## src/rtl/dpm_pkg.sv

```systemverilog
package dpm_pkg;

    typedef enum logic [2:0] {
        ST_IDLE,
        ST_PRE,
        ST_ACT,
        ST_CSET,
        ST_CAS
    } dpm_state_e;

    typedef struct packed {
        logic ras_n;
        logic cas_n;
        logic we_n;
        logic oe_n;
    } dpm_strobe_t;

    function automatic dpm_strobe_t strobe_of(dpm_state_e st, logic row_open, logic wr);
        dpm_strobe_t s;
        s = '{ras_n: 1'b1, cas_n: 1'b1, we_n: 1'b1, oe_n: 1'b1};
        case (st)
            ST_IDLE: s.ras_n = !row_open;
            ST_PRE:  s.ras_n = 1'b1;
            ST_ACT:  s.ras_n = 1'b0;
            ST_CSET: begin
                s.ras_n = 1'b0;
                s.we_n  = !wr;
            end
            ST_CAS: begin
                s.ras_n = 1'b0;
                s.cas_n = 1'b0;
                s.we_n  = !wr;
                s.oe_n  = wr;
            end
            default: s.ras_n = 1'b1;
        endcase
        return s;
    endfunction

endpackage

```

## src/rtl/dpm_timer.sv

```systemverilog
module dpm_timer #(
    parameter int W = 3
) (
    input  logic         clk,
    input  logic         rst,
    input  logic         load,
    input  logic [W-1:0] load_val,
    output logic         done
);
    logic [W-1:0] cnt_q;

    always_ff @(posedge clk) begin
        if (rst)
            cnt_q <= '0;
        else if (load)
            cnt_q <= load_val;
        else if (cnt_q != '0)
            cnt_q <= cnt_q - 1'b1;
    end

    assign done = (cnt_q == '0);
endmodule

```

## src/rtl/dpm_row_track.sv

```systemverilog
module dpm_row_track #(
    parameter int ADDR_W = 9
) (
    input  logic              clk,
    input  logic              rst,
    input  logic              set,
    input  logic              clr,
    input  logic [ADDR_W-1:0] set_row,
    input  logic [ADDR_W-1:0] cmp_row,
    output logic              open,
    output logic              hit
);
    logic [ADDR_W-1:0] row_q;
    logic              open_q;

    always_ff @(posedge clk) begin
        if (rst) begin
            open_q <= 1'b0;
            row_q  <= '0;
        end else if (clr) begin
            open_q <= 1'b0;
        end else if (set) begin
            open_q <= 1'b1;
            row_q  <= set_row;
        end
    end

    assign open = open_q;
    assign hit  = open_q && (row_q == cmp_row);
endmodule

```

## src/rtl/dpm_ctrl.sv

```systemverilog
module dpm_ctrl
    import dpm_pkg::*;
#(
    parameter int ADDR_W = 9,
    parameter int DATA_W = 8,
    parameter int T_RCD  = 2,
    parameter int T_CAS  = 2,
    parameter int T_RP   = 2
) (
    input  logic              clk,
    input  logic              rst,
    input  logic              req_valid,
    output logic              req_ready,
    input  logic              req_write,
    input  logic [ADDR_W-1:0] req_row,
    input  logic [ADDR_W-1:0] req_col,
    input  logic [DATA_W-1:0] req_wdata,
    input  logic              close_row,
    output logic              rsp_valid,
    output logic [DATA_W-1:0] rsp_rdata,
    output logic [ADDR_W-1:0] dram_addr,
    output logic              dram_ras_n,
    output logic              dram_cas_n,
    output logic              dram_we_n,
    output logic              dram_oe_n,
    output logic [DATA_W-1:0] dram_dq_out,
    output logic              dram_dq_oe,
    input  logic [DATA_W-1:0] dram_dq_in
);
    localparam int T_MAX = (T_RCD > T_CAS) ? ((T_RCD > T_RP) ? T_RCD : T_RP)
                                           : ((T_CAS > T_RP) ? T_CAS : T_RP);
    localparam int CNT_W = $clog2(T_MAX) + 1;
    localparam logic [CNT_W-1:0] RP_LD  = CNT_W'(T_RP - 1);
    localparam logic [CNT_W-1:0] RCD_LD = CNT_W'(T_RCD - 1);
    localparam logic [CNT_W-1:0] CAS_LD = CNT_W'(T_CAS - 1);

    dpm_state_e        st_q, st_d;
    logic              wr_q, pend_q, rsp_q;
    logic [ADDR_W-1:0] row_q, col_q;
    logic [DATA_W-1:0] wd_q, rd_q;
    logic              tmr_load, tmr_done;
    logic [CNT_W-1:0]  tmr_val;
    logic              row_set, row_clr, row_open, row_hit;
    logic              accept;
    dpm_strobe_t       stb;

    assign accept = req_valid && (st_q == ST_IDLE);

    dpm_timer #(.W(CNT_W)) u_timer (
        .clk(clk), .rst(rst), .load(tmr_load), .load_val(tmr_val), .done(tmr_done)
    );

    dpm_row_track #(.ADDR_W(ADDR_W)) u_rows (
        .clk(clk), .rst(rst), .set(row_set), .clr(row_clr),
        .set_row((st_q == ST_IDLE) ? req_row : row_q),
        .cmp_row(req_row), .open(row_open), .hit(row_hit)
    );

    always_comb begin
        st_d     = st_q;
        tmr_load = 1'b0;
        tmr_val  = '0;
        row_set  = 1'b0;
        row_clr  = 1'b0;
        case (st_q)
            ST_IDLE: begin
                if (req_valid) begin
                    if (row_hit) begin
                        st_d = ST_CSET;
                    end else if (row_open) begin
                        st_d = ST_PRE; tmr_load = 1'b1; tmr_val = RP_LD; row_clr = 1'b1;
                    end else begin
                        st_d = ST_ACT; tmr_load = 1'b1; tmr_val = RCD_LD; row_set = 1'b1;
                    end
                end else if (close_row && row_open) begin
                    st_d = ST_PRE; tmr_load = 1'b1; tmr_val = RP_LD; row_clr = 1'b1;
                end
            end
            ST_PRE: begin
                if (tmr_done) begin
                    if (pend_q) begin
                        st_d = ST_ACT; tmr_load = 1'b1; tmr_val = RCD_LD; row_set = 1'b1;
                    end else begin
                        st_d = ST_IDLE;
                    end
                end
            end
            ST_ACT:  if (tmr_done) st_d = ST_CSET;
            ST_CSET: begin
                st_d = ST_CAS; tmr_load = 1'b1; tmr_val = CAS_LD;
            end
            ST_CAS:  if (tmr_done) st_d = ST_IDLE;
            default: st_d = ST_IDLE;
        endcase
    end

    always_ff @(posedge clk) begin
        if (rst) begin
            st_q   <= ST_IDLE;
            wr_q   <= 1'b0;
            pend_q <= 1'b0;
            rsp_q  <= 1'b0;
            row_q  <= '0;
            col_q  <= '0;
            wd_q   <= '0;
            rd_q   <= '0;
        end else begin
            st_q  <= st_d;
            rsp_q <= 1'b0;
            if (st_q == ST_IDLE) pend_q <= req_valid;
            if (accept) begin
                wr_q  <= req_write;
                row_q <= req_row;
                col_q <= req_col;
                wd_q  <= req_wdata;
            end
            if (st_q == ST_CAS && tmr_done && !wr_q) begin
                rd_q  <= dram_dq_in;
                rsp_q <= 1'b1;
            end
        end
    end

    assign stb         = strobe_of(st_q, row_open, wr_q);
    assign dram_ras_n  = stb.ras_n;
    assign dram_cas_n  = stb.cas_n;
    assign dram_we_n   = stb.we_n;
    assign dram_oe_n   = stb.oe_n;
    assign dram_addr   = (st_q == ST_CSET || st_q == ST_CAS) ? col_q : row_q;
    assign dram_dq_oe  = wr_q && (st_q == ST_CSET || st_q == ST_CAS);
    assign dram_dq_out = wd_q;
    assign req_ready   = (st_q == ST_IDLE);
    assign rsp_valid   = rsp_q;
    assign rsp_rdata   = rd_q;

    // Spacing monitors for the strobe timing checks
    localparam int MON_MAX = T_RP + T_RCD + 2;
    localparam int MON_W   = $clog2(MON_MAX + 1) + 1;
    logic [MON_W-1:0] hi_cnt, lo_cnt;

    always_ff @(posedge clk) begin
        if (rst) begin
            hi_cnt <= MON_W'(T_RP);
            lo_cnt <= '0;
        end else begin
            if (dram_ras_n) begin
                lo_cnt <= '0;
                if (hi_cnt < MON_W'(MON_MAX)) hi_cnt <= hi_cnt + 1'b1;
            end else begin
                hi_cnt <= '0;
                if (lo_cnt < MON_W'(MON_MAX)) lo_cnt <= lo_cnt + 1'b1;
            end
        end
    end

    AST_WE_OE_EXCL: assert property (@(posedge clk) disable iff (rst)
        !(!dram_we_n && !dram_oe_n));
    AST_WE_LEADS_CAS: assert property (@(posedge clk) disable iff (rst)
        ($fell(dram_cas_n) && !dram_we_n) |-> $past(!dram_we_n));
    AST_PRECHARGE_SPAN: assert property (@(posedge clk) disable iff (rst)
        $fell(dram_ras_n) |-> (hi_cnt >= MON_W'(T_RP)));
    AST_RAS_TO_CAS: assert property (@(posedge clk) disable iff (rst)
        $fell(dram_cas_n) |-> (lo_cnt >= MON_W'(T_RCD + 1)));
    AST_CAS_INSIDE_RAS: assert property (@(posedge clk) disable iff (rst)
        !dram_cas_n |-> !dram_ras_n);
    AST_COL_HELD: assert property (@(posedge clk) disable iff (rst)
        (!dram_cas_n && !$fell(dram_cas_n)) |-> $stable(dram_addr));
    AST_READY_QUIET: assert property (@(posedge clk) disable iff (rst)
        req_ready |-> (dram_cas_n && dram_we_n && dram_oe_n && !dram_dq_oe));
    AST_DQ_WITH_WE: assert property (@(posedge clk) disable iff (rst)
        dram_dq_oe |-> !dram_we_n);
endmodule

```

## config.mk

```make
export PLATFORM = sky130hd
export DESIGN_NAME = dpm_ctrl
export DESIGN_NICKNAME = d
export VERILOG_FILES = /design/src/rtl/dpm_pkg.sv /design/src/rtl/dpm_timer.sv /design/src/rtl/dpm_row_track.sv /design/src/rtl/dpm_ctrl.sv
export SDC_FILE = /design/constraint.sdc
export NUM_CORES = 1
export LEC_CHECK = 0
export BUFFER_PORTS_ARGS = -buffer_cell sky130_fd_sc_hd__buf_4
export CAP_MARGIN = 20
export CORE_UTILIZATION = 40
export DETAILED_ROUTE_END_ITERATION = 12
export PLACE_DENSITY = 0.71
export SETUP_SLACK_MARGIN = 0.5
export SYNTH_ARGS = -nofsm -noshare
export SYNTH_HDL_FRONTEND = slang
export SYNTH_SLANG_ARGS = --single-unit
```

## constraint.sdc

```tcl
create_clock -name clk -period 4.5 [get_ports clk]
set_input_delay 0.45 -clock clk [delete_from_list [all_inputs] [get_ports clk]]
set_output_delay 0.45 -clock clk [all_outputs]
set_load 0.05 [all_outputs]
```

---- After elaboration in Yosys (flattened, before gate mapping) ----
Cells that the tools add are included.
W data, S select, Z words.
cells by class
  $add $sub $neg .......................... 1
  equality and inequality tests ........... 9
  muxes and demuxes ....................... 38
  bitwise operators ....................... 1
  reduce and logical (&&, ||, !) cells .... 18
operator list
  operator               number
  $mux W1                20
  $mux W9                2
  $mux W3                5
  $pmux W3 S5            1
  $mux W2                6
  $eq A9 B9 Y1           1
  $eq A3 B2 Y1 const B   2
  $logic_and A1 B1 Y1    6
  $ne A2 B2 Y1 const B   3
  $pmux W2 S3            1
  $pmux W1 S2            2
  $reduce_and A4 Y1      1
  $reduce_bool A2 Y1     2
  $reduce_or A2 Y1       2
  $eq A3 B1 Y1 const B   1
  $eq A3 B3 Y1 const B   1
  $logic_not A3 Y1       1
  $ne A3 B2 Y1 const B   1
  $pmux W1 S3            1
  $reduce_or A3 Y1       1
  $logic_not A1 Y1       2
  $logic_not A2 Y1       1
  $reduce_and A2 Y1      1
  $sub A2 B1 Y2 const B  1
  other kinds (2)        2
word-level totals
  register bits ........................... 52
  input bits .............................. 39

---- Longest topological paths before layout ----
Gate-level depths: netlist of the first run.
  depth in word-level cells ............... 7
  gate-level depth with buffers ........... 8
  gate-level depth less buffers ........... 7

---- Modules after synthesis ----
Synthesis of the first run repeated with hierarchy kept, for this count alone.
unflattened totals
  cell total of the unflattened synthesis .. 299
  area total of the unflattened synthesis .. 2518.7 um^2
by module, submodules not included
  module         times used  cells an instance  area an instance (um^2)  seq. area each (um^2)
  dpm_ctrl       1           229                1950.6                   800.8
  dpm_row_track  1           57                 450.4                    200.2
  dpm_timer      1           13                 117.6                    40.0

---- Least setup slack after synthesis of the first run ----
No wires, ideal clock.
  path type ............................... flip-flop to output port
  from .................................... register st_q[2]
  to ...................................... output port dram_we_n
  arrival time ............................ 1.899 ns
  required time ........................... 4.050 ns
  setup slack ............................. 2.151 ns
  cell stages (with the launch flop) ...... 7
  cells stage by stage .................... dfxtp_1 -> buf_6 -> or3b_1 -> buf_6 -> nand2_4 -> and2_1 -> inv_1
between the ends
  cells in the longest elaborated chain, start to end .. 3
ends and longest elaborated chain
  element                                       line             source
  start: declaration                            dpm_ctrl.sv:37   dpm_state_e st_q, st_d;
  start signal: assignment                      dpm_ctrl.sv:108  st_q <= st_d;
  $eq A3 B3 Y1 or $eq A3 B2 Y1 (tied branches)  dpm_pkg.sv:21    case (st)
  $reduce_or A2 Y1 (no line) *                  n/a
  $mux W1 *                                     n/a
  end: declaration                              dpm_ctrl.sv:24   output logic dram_we_n,
Every way passes the cells marked *; elsewhere a longest branch is shown, timed or not.

---- Final worst setup path of the first run ----
  from .................................... register st_q[2]
  to ...................................... output port dram_addr[3]
between the ends
  cells in the longest elaborated chain, start to end .. 3
ends and longest elaborated chain
  element                                       line             source
  $eq A3 B2 Y1 or $eq A3 B3 Y1 (tied branches)  dpm_ctrl.sv:129  assign dram_addr = (st_q == ST_CSET || st_q == ST_CAS) ? col_q : row_q;
  $logic_or A1 B1 Y1 *                          dpm_ctrl.sv:129
  $mux W9 *                                     dpm_ctrl.sv:129
  end: declaration                              dpm_ctrl.sv:21   output logic [ADDR_W-1:0] dram_addr,
Marked as above.

==> results of run 1 <==
cells by family (layout without fill, tap and decap cells):
group                    Yosys count  count (layout)  synth area share (%)
flip-flops                        52              52                  42.7
XOR/XNOR                          10              10                  3.59
buffers and inverters             25              84                  7.13
adder cells (fa/ha/maj)            1               1                 0.513
AND/OR/NAND/NOR                  116             116                  22.7
AO/OA/AOI/OAI                     61              61                  15.5
multiplexers                      18              18                  7.85
state kept, by name, indices dropped and copies added (netlist names):
name,flops
st_q,3
u_timer.cnt_q,2
u_rows.open,1
rsp_rdata,8
rsp_valid,1
pend_q,1
row_q,9
wr_q,1
col_q,9
dram_dq_out,8
u_rows.row_q,9
power groups by stage:
stage          sequential [mW]  clock (mW)  combinational (mW)
2_1_floorplan            0.703           0               0.589
3_3_place_gp             0.673           0               0.742
3_5_place_dp             0.677           0               0.753
4_1_cts                  0.667       0.278               0.756
5_1_grt                  0.681       0.297               0.824
6_report                 0.667       0.267               0.747
critical path: cells and delay by family (launching register included):
kind / cells / cell delay, ns
buffers and inverters: 1 / 0.19
muxes: 1 / 0.36
DFF: 1 / 0.52
and+or+nand+nor: 2 / 0.74
layout make-up:
class,instances,area (um^2),area share (%)
Clock buffer,5,68.8,2.30
Tap cell,75,93.8,3.13
Timing Repair Buffer,70,526,17.5
Sequential cell,52,1040,34.7
Multi-Input combinational cell,206,1220,40.8
Clock inverter,3,22.5,0.751
Inverter,6,22.5,0.751
cell usage in the layout (no fill, tap or decap), drive strengths merged:
master,n
or2,1
mux2i,9
ha,1
dfxtp,52
a21o,3
a211oi,11
xnor2,9
mux2,9
or4,1
inv,7
a31oi,2
nand4,2
xor2,1
nor3b,2
nand2b,3
o21ai,3
buf,70
clkinv,2
and2,2
clkbuf,5
a21oi,41
nand3,11
nor3,5
or3b,1
nor2,17
o22ai,1
and3,1
nand2,70
worst paths after layout:
kind,startpoint,endpoint,cells after the start
hold reg to reg,rsp_rdata[6]$_SDFFE_PP0P_,rsp_rdata[6]$_SDFFE_PP0P_,2
setup reg to reg,st_q[0]$_SDFFE_PP0P_,row_q[3]$_SDFFE_PP0P_,4
setup / recovery,st_q[2]$_SDFFE_PP0P_,dram_addr[3],4
hold / removal,req_col[0],col_q[0]$_SDFFE_PP0P_,3
per-layer routing:
layer / part of all wire, % / routed length (um)
met5: 0 / 0
met4: 0.66 / 35
met3: 3.7 / 196
met2: 49 / 2580
met1: 47 / 2460
==> results_dict.tcl, run 1 <==
set metrics [dict create \
    outcome "finished clean" \
    chipHeight_um 80.1 \
    type_of_the_setup_path_with_the_least_slack "flip-flop to primary output" \
    htree_levels 2 \
    setup-tns-final_ns 0 \
    insertedDiodeCount 0 \
    start_kind "flip-flop" \
    initial_core_util_pct 41.4 \
    dpl.cell_count 409 \
    finClkSkew_ns 0.00800 \
    first_global_vias 1882 \
    max_slew_margin_pct 45.6 \
    clock.fmax_mhz 391 \
    final_worst_path_cycle_share_pct 56.8 \
    timing.final.setup_violations 0 \
    core_area_um2 5890 \
    antenna_violations_before_repair 0 \
    gr-total-overflow 0 \
    die-area_um2 6410 \
    finalWorstSetupSlack_ns 1.94 \
    placement.cell_area_um2 2910 \
    p_per_area_nw_per_um2 561 \
    total_power_mw 1.68 \
    worst_path_max_delay_cell "sky130_fd_sc_hd__or3b_1" \
    groute.layer.met1.usage_pct 22.5 \
    post_cts.resized_instances 0 \
    hold_violations 0 \
    ant_nets 0 \
    place_ws_ns 2.27 \
    unrepaired_setup_endpoints_after_global_routing "no" \
    grt_pass1_wl_um 8710 \
    detail_route.wl_per_cell_um 12.6 \
    grt.met2_usage_pct 28.4 \
    drt-vias-per-instance 4.91 \
    number_of_enable_flip_flop_cells_after_synthesis 0 \
    finalWirelength_um 5270 \
    hold_ws_ns 0.387 \
    critical_path_cell_by_cell "or3b_1 -> nand2_4 -> mux2_2 -> buf_4" \
    post_layout_nonfiller_instances 417 \
    clock_path_buffers 2 \
    synthDominantAreaCellType "sky130_fd_sc_hd__dfxtp_1" \
    worstHoldPathType "input port to flip-flop" \
    netlist.area_leader.share_pct 42.7 \
    synth.area.top_cells "sky130_fd_sc_hd__dfxtp_1 (43%), sky130_fd_sc_hd__nand2_1 (10%), sky130_fd_sc_hd__a21oi_1 (6.6%), sky130_fd_sc_hd__mux2i_1 (3.7%), sky130_fd_sc_hd__a211oi_1 (3.4%)" \
    track_usage_pct 17.1 \
    clock_latency_late_sink_ns 0.30 \
    root_buffer "sky130_fd_sc_hd__clkbuf_8" \
    gr_layer_usage_met3_pct 3.64 \
    internal_power_mw 0.962 \
    fin_util_pct 50.9 \
    yosys_register_bits 52 \
    finalNetCount 381 \
    timing_max_transition_violations_final 0 \
    cts.repair_timing.setup_buffer_count 0 \
    critical_path.max_fanout 10 \
    finalInstanceArea_um2 3000 \
    die_width_um 80.1 \
    drc_errors 0 \
    r2r_slack_ns 2.35 \
    grt.busiest_layer "met2" \
    grt_max_degree 53 \
    combined_area_of_all_synthesized_cells_um2 2440 \
    place_congestion 0.800 \
    syn_avg_cell_area_um2 8.62 \
    post-synth-top-count-cell "sky130_fd_sc_hd__nand2_1" \
    leakage_power_summed_over_all_cells_nw 1.25 \
    cp.arrival_ns 2.11 \
    detailroute.via_count 2048 \
    switching_component_of_the_power_mw 0.719 \
    synth_top_flop_cell "sky130_fd_sc_hd__dfxtp_1" \
    synth.cells.most_frequent "sky130_fd_sc_hd__nand2_1 (67), sky130_fd_sc_hd__dfxtp_1 (52), sky130_fd_sc_hd__a21oi_1 (32), sky130_fd_sc_hd__nor2_1 (16)" \
    clock_buffers_created_by_tritoncts 5 \
    pwr-share-clk_pct 15.9 \
    ir_drop_mv 0.296 \
    fill_cells 586 \
    layout-drive-gt1-share_pct 29.5 \
    synth_nets 323 \
    layout-area-overhead-vs-synth_pct 22.9 \
    timing_worst_slew_pin_value_ns 0.813 \
    setup.worst_path.end_class "primary output" \
    ys_types 38 \
    portBuffers 70 \
    max_cap_viol_count 0 \
    cts_tree "done" \
    clock_sinks 52 \
    drt-initial-drc-count 113 \
    crit_path_max_incr_delay_ns 0.53 \
    final.min_clock_period_ns 2.56 \
    worst-endpoint-required_ns 4.05 \
    seq_power_share_pct 39.7 \
    p_sw_share_pct 42.8 \
    power.share.combinational_pct 44.5 \
    placementRows 28 \
    clk_pin_slew_worst_paths_ns 0.10 \
    drt_pass1_iterations 6 \
    asyncSetResetFlopFracSynth_pct 0 \
    detailed_place_hpwl_um 3660 \
    seq_area_frac_synth_pct 42.7 \
    synth-warning-count 0 \
    synth_cells 283 \
    ctsHoldBuffers 0 \
    top_level_ports 71 \
]
No activity file was read; power rests on OpenSTA's default activity.
==> inputs of run 2 (changes only) <==
==> constraint.sdc (replaced) <==
create_clock -name clk -period 2.6 [get_ports clk]
set_input_delay 0.26 -clock clk [delete_from_list [all_inputs] [get_ports clk]]
set_output_delay 0.26 -clock clk [all_outputs]
set_load 0.05 [all_outputs]
==> run 2 against run 1 <==
Compared with the run above: clock power up 68%; die area unchanged; count of clock-buffer cells in the layout up 2; utilization up 1.3 points; design area up 2.6%; global-route usage up 0.46 points; highest routed layer unchanged; critical path depth unchanged; worst hold slack worse by 0.19 ns; largest power group unchanged; sequential share of layout area down 0.51 points; sequential cell count unchanged.
==> results_dict.tcl, run 2 (synthesis gave the netlist of run 1 again) <==
set metrics [dict create \
    finalWorstSetupSlack_ns 0.555 \
    clock_latency_late_sink_ns 0.30 \
    setup-tns-final_ns 0 \
    ant_nets 0 \
    final_common_cell "sky130_fd_sc_hd__buf_4" \
    worstHoldPathType "input port to flip-flop" \
    track_usage_pct 17.6 \
    core_area_um2 5890 \
    htree_levels 2 \
    fill_cells 565 \
    layout-drive-gt1-share_pct 32.4 \
    largestRegisters "col_q x9, row_q x9, u_rows.row_q x9" \
    die-area_um2 6410 \
    max_cap_viol_count 0 \
    place_congestion 0.801 \
    layout-area-overhead-vs-synth_pct 26.1 \
    detailroute.via_count 2106 \
    gr-total-overflow 0 \
    root_buffer "sky130_fd_sc_hd__clkbuf_8" \
    grt.met2_usage_pct 29.6 \
    unrepaired_setup_endpoints_after_global_routing "yes" \
    setup.worst_path.end_class "primary output" \
    cp.arrival_ns 1.78 \
    clock_path_buffers 2 \
    chipHeight_um 80.1 \
    leakage_power_summed_over_all_cells_nw 1.28 \
    final.min_clock_period_ns 2.04 \
    final_worst_path_cycle_share_pct 78.6 \
    clock_sinks 52 \
    type_of_the_setup_path_with_the_least_slack "flip-flop to primary output" \
    groute.layer.met1.usage_pct 22.3 \
    initial_core_util_pct 41.4 \
    portBuffers 70 \
    outcome "finished clean" \
    grt.busiest_layer "met2" \
    drc_errors 0 \
    ctsHoldBuffers 0 \
    drt_pass1_iterations 5 \
    finalWirelength_um 5400 \
    clock.fmax_mhz 489 \
    cts_tree "done" \
    die_width_um 80.1 \
    antenna_violations_before_repair 0 \
    detail_route.wl_per_cell_um 12.7 \
    insertedDiodeCount 0 \
    first_global_vias 1892 \
    hold_violations 0 \
    r2r_start "st_q[2]$_SDFFE_PP0P_" \
    grt_pass1_wl_um 8790 \
    worst-endpoint-required_ns 2.34 \
    start_kind "flip-flop" \
    placementRows 28 \
    beginning_of_the_critical_path "st_q[0]$_SDFFE_PP0P_" \
    critical_path.max_fanout 14 \
    hold_path.startpoint "req_col[4]" \
    clk_pin_slew_worst_paths_ns 0.09 \
    top_level_ports 71 \
    ir_drop_mv 0.421 \
    mostFrequentLayoutCells "sky130_fd_sc_hd__buf_4 (77), sky130_fd_sc_hd__nand2_1 (67), sky130_fd_sc_hd__dfxtp_1 (49)" \
    place_ws_ns 0.576 \
    max_slew_margin_pct 60.2 \
    timing_worst_slew_pin_value_ns 0.597 \
    timing.final.setup_violations 0 \
    gr_layer_usage_met3_pct 4.09 \
    timing_max_transition_violations_final 0 \
    finClkSkew_ns 0.0149 \
    grt_max_degree 53 \
    drt-vias-per-instance 4.97 \
    detailed_place_hpwl_um 3710 \
    p_per_area_nw_per_um2 964 \
    drt-initial-drc-count 80 \
    clock_buffers_created_by_tritoncts 5 \
    finalNetCount 388 \
]
==> run 2: cell count changes in the layout (fill, tap and decap cells not counted), sizes merged <==
cell / before / now
clkinv: 2 / 1
clkbuf: 5 / 7
buf: 70 / 77
inv: 7 / 6
==> run 2: routing by layer <==
metal  routed length, um  share of wire (%)  vias to the layer above
li1                    -                  -                     1082
met1                2440                 45                      987
met2                2720                 50                       33
met3                 185                3.4                        4
met4                  50               0.93                        0
met5                   0                  0                        -
==> run 2: area by class of cell <==
cell class | count | area, um^2 | area share, %
clock buffers | 7 | 76.3 | 2.48
clock inverters | 1 | 8.76 | 0.285
inverters | 6 | 22.5 | 0.732
multi-input cells | 206 | 1240 | 40.4
flip-flops and latches | 52 | 1050 | 34.2
well taps | 75 | 93.8 | 3.05
repair buffers | 77 | 578 | 18.8
==> run 2: where the power goes <==
group	switching, mW	internal, mW
combinational	0.841	0.526
sequential	0.154	0.994
clock	0.255	0.193
total	1.25	1.71
==> run 2: worst paths after layout <==
path,end,slack [ns],cells after the start
hold / removal,col_q[4]$_SDFFE_PP0P_,0.20,3
hold reg to reg,col_q[2]$_SDFFE_PP0P_,0.46,2
setup reg to reg,row_q[7]$_SDFFE_PP0P_,0.80,5
setup / recovery,dram_addr[2],0.56,4
==> run 2: timing repair <==
item | CTS | global route
buffers inserted | 1 | 4
endpoints found under the hold margin | 0 | 0
pin swaps | 1 | 0
setup endpoints to repair | 11 | 11
resized for setup | 6 | 4
==> run 2: per-stage QoR <==
| stage | hold slack [ns] | power, mW | std cells | util [%] | cell area [um^2] |
|---|---|---|---|---|---|
| after global placement | 0.444 | 2.47 | 411 | 49.7 | 2920 |
| after floorplan | 0.396 | 2.23 | 283 | - | 2440 |
| final | 0.196 | 2.96 | 424 | 52.3 | 3080 |
| after detailed placement | 0.448 | 2.50 | 411 | 49.7 | 2920 |
| after CTS | 0.189 | 2.96 | 420 | 51.5 | 3030 |
| after global routing | 0.183 | 3.16 | 424 | 52.3 | 3080 |
==> run 2: critical path: stages, from the launching register on <==
cell                      delay, ns
sky130_fd_sc_hd__dfxtp_4       0.40
sky130_fd_sc_hd__or3b_4        0.43
sky130_fd_sc_hd__nand2_8       0.12
sky130_fd_sc_hd__mux2_1        0.34
sky130_fd_sc_hd__buf_4         0.20
==> inputs of run 3 (changes only) <==
==> constraint.sdc (replaced) <==
create_clock -name clk -period 2.09 [get_ports clk]
set_input_delay 0.209 -clock clk [delete_from_list [all_inputs] [get_ports clk]]
set_output_delay 0.209 -clock clk [all_outputs]
set_load 0.05 [all_outputs]
==> run 3 against run 2 <==
Compared with the run above: die area stayed put; count of clock-buffer cells in the layout fell by 1; non-clock buffer count is 15 higher; clock skew down 0.00052 ns; critical path depth stayed put; combinational power rose by 75%; utilization is 9.8 points higher; critical endpoint unchanged; largest power group unchanged.
==> results_dict.tcl, run 3 (synthesis gave the netlist of run 1 again) <==
set metrics [dict create \
    drt-initial-drc-count 85 \
    p_per_area_nw_per_um2 1230 \
    portBuffers 70 \
    place_congestion 0.817 \
    die-area_um2 6410 \
    outcome "finished clean" \
    worstHoldPathType "input port to flip-flop" \
    clock_buffers_created_by_tritoncts 5 \
    final_common_cell "sky130_fd_sc_hd__buf_4" \
    power.share.combinational_pct 53.2 \
    seq_power_share_pct 31.3 \
    finalWirelength_um 6830 \
    ctsHoldBuffers 0 \
    post_layout_nonfiller_instances 444 \
    grt.busiest_layer "met2" \
    r2r_start "st_q[2]$_SDFFE_PP0P_" \
    fin_util_pct 62.1 \
    setup.worst_path.end_class "primary output" \
    drt-vias-per-instance 5.13 \
    ir_drop_mv 0.599 \
    groute.layer.met1.usage_pct 25.0 \
    internal_power_mw 2.63 \
    initial_core_util_pct 41.4 \
    track_usage_pct 19.1 \
    p_sw_share_pct 41.6 \
    detailroute.via_count 2276 \
    final_worst_path_cycle_share_pct 92.5 \
    clock_path_buffers 2 \
    finClkSkew_ns 0.0144 \
    timing_max_transition_violations_final 0 \
    unrepaired_setup_endpoints_after_global_routing "yes" \
    switching_component_of_the_power_mw 1.87 \
    clock.fmax_mhz 517 \
    grt.met2_usage_pct 32.1 \
    grt_pass1_wl_um 9570 \
    setup-tns-final_ns 0 \
    timing_worst_slew_pin_value_ns 0.716 \
    core_area_um2 5890 \
    fill_cells 485 \
    gr_layer_usage_met3_pct 3.52 \
    hold_violations 0 \
    detail_route.wl_per_cell_um 15.4 \
    type_of_the_setup_path_with_the_least_slack "flip-flop to primary output" \
    beginning_of_the_critical_path "st_q[1]$_SDFFE_PP0P_" \
    start_kind "flip-flop" \
    gr-total-overflow 0 \
    finalNetCount 408 \
    rr_worst_depth 8 \
    pwr-share-clk_pct 15.4 \
    top_level_ports 71 \
    timing.final.setup_violations 0 \
    worst-endpoint-required_ns 1.88 \
    die_width_um 80.1 \
    htree_levels 2 \
    crit_path_max_incr_delay_ns 0.47 \
    ant_nets 0 \
    clk_pin_slew_worst_paths_ns 0.10 \
    max_slew_margin_pct 52.3 \
    grt_max_degree 53 \
    max_cap_viol_count 0 \
    antenna_violations_before_repair 0 \
    dpl.cell_count 415 \
    placementRows 28 \
    layout-area-overhead-vs-synth_pct 49.8 \
    clock_sinks 52 \
    r2r_slack_ns 0.38 \
    largestRegisters "col_q x9, row_q x9, u_rows.row_q x9" \
    crit_end "dram_addr[2]" \
    leakage_power_summed_over_all_cells_nw 1.48 \
    worst_path_max_delay_cell "sky130_fd_sc_hd__or3b_4" \
    cts_tree "done" \
    cp.arrival_ns 1.72 \
    insertedDiodeCount 0 \
    critical_path.max_fanout 5 \
    clock_latency_late_sink_ns 0.31 \
    r2r-end "u_rows.row_q[2]$_SDFFE_PP0P_" \
    first_global_vias 1994 \
    detailed_place_hpwl_um 3790 \
    layout-drive-gt1-share_pct 51.8 \
    critical_path_cell_by_cell "or3b_4 -> nand2_8 -> mux2_4 -> buf_8" \
    mostFrequentLayoutCells "sky130_fd_sc_hd__buf_4 (64), sky130_fd_sc_hd__dfxtp_1 (50), sky130_fd_sc_hd__nand2_1 (39)" \
    chipHeight_um 80.1 \
    root_buffer "sky130_fd_sc_hd__clkbuf_8" \
    drt_pass1_iterations 4 \
    drc_errors 0 \
    final.min_clock_period_ns 1.93 \
]
==> run 3: metal layers <==
metal | vias up | wire length [um]
li1 | 1130 | -
met1 | 1091 | 3050
met2 | 46 | 3470
met3 | 9 | 210
met4 | 0 | 104
met5 | - | 0
==> run 3: how the worst min path moves through the flow <==
stage                                     start                     to  slack (ns)  cells after the start
after floorplan                      req_col[0]  col_q[0]$_SDFFE_PP0P_        0.34                      2
after global placement    col_q[8]$_SDFFE_PP0P_  col_q[8]$_SDFFE_PP0P_        0.44                      2
after detailed placement  col_q[2]$_SDFFE_PP0P_  col_q[2]$_SDFFE_PP0P_        0.44                      2
after CTS                            req_col[8]  col_q[8]$_SDFFE_PP0P_        0.13                      3
after global routing                 req_col[8]  col_q[8]$_SDFFE_PP0P_        0.13                      3
final                                req_col[8]  col_q[8]$_SDFFE_PP0P_        0.12                      3
==> run 3: critical path, delay by kind of cell (launching register included) <==
family                 cells  cell delay, ns
and+or+nand+nor            2            0.59
DFF                        1            0.34
muxes                      1            0.32
buffers and inverters      1            0.15
==> run 3: power groups by stage <==
stage                     Combinational (mW)  Sequential, mW  Clock [mW]
after global placement                  1.72            1.41           0
after CTS                               2.00            1.40       0.701
final                                   2.40            1.41       0.695
after global routing                    2.55            1.44       0.740
after detailed placement                1.75            1.42           0
after floorplan                         1.29            1.51           0
==> run 3: area by class of cell <==
cell class / count / area, um^2 / area share, %
timing repair buffer: 92 / 842 / 23.0
clock inverter: 2 / 35.0 / 0.959
multi-input combinational: 211 / 1540 / 42.1
sequential: 52 / 1050 / 28.6
tap: 75 / 93.8 / 2.57
inverter: 6 / 26.3 / 0.719
clock buffer: 6 / 72.6 / 1.99
==> run 3: per-stage QoR <==
stage	power (mW)	worst slack [ns]	instance area, um^2	hold slack, ns
detailed placement	3.17	0.314	2970	0.445
floorplan	2.80	0.287	2470	0.345
global placement	3.14	0.339	2970	0.440
CTS	4.10	0.149	3340	0.132
finish	4.50	0.156	3650	0.125
global route	4.72	0.116	3650	0.127
==> run 3: timing repair <==
item | CTS | global route
buffers inserted | 11 | 2
resized for setup | 43 | 77
gates cloned | 1 | 7
endpoints found under the setup margin | 14 | 66
pin swaps | 5 | 22
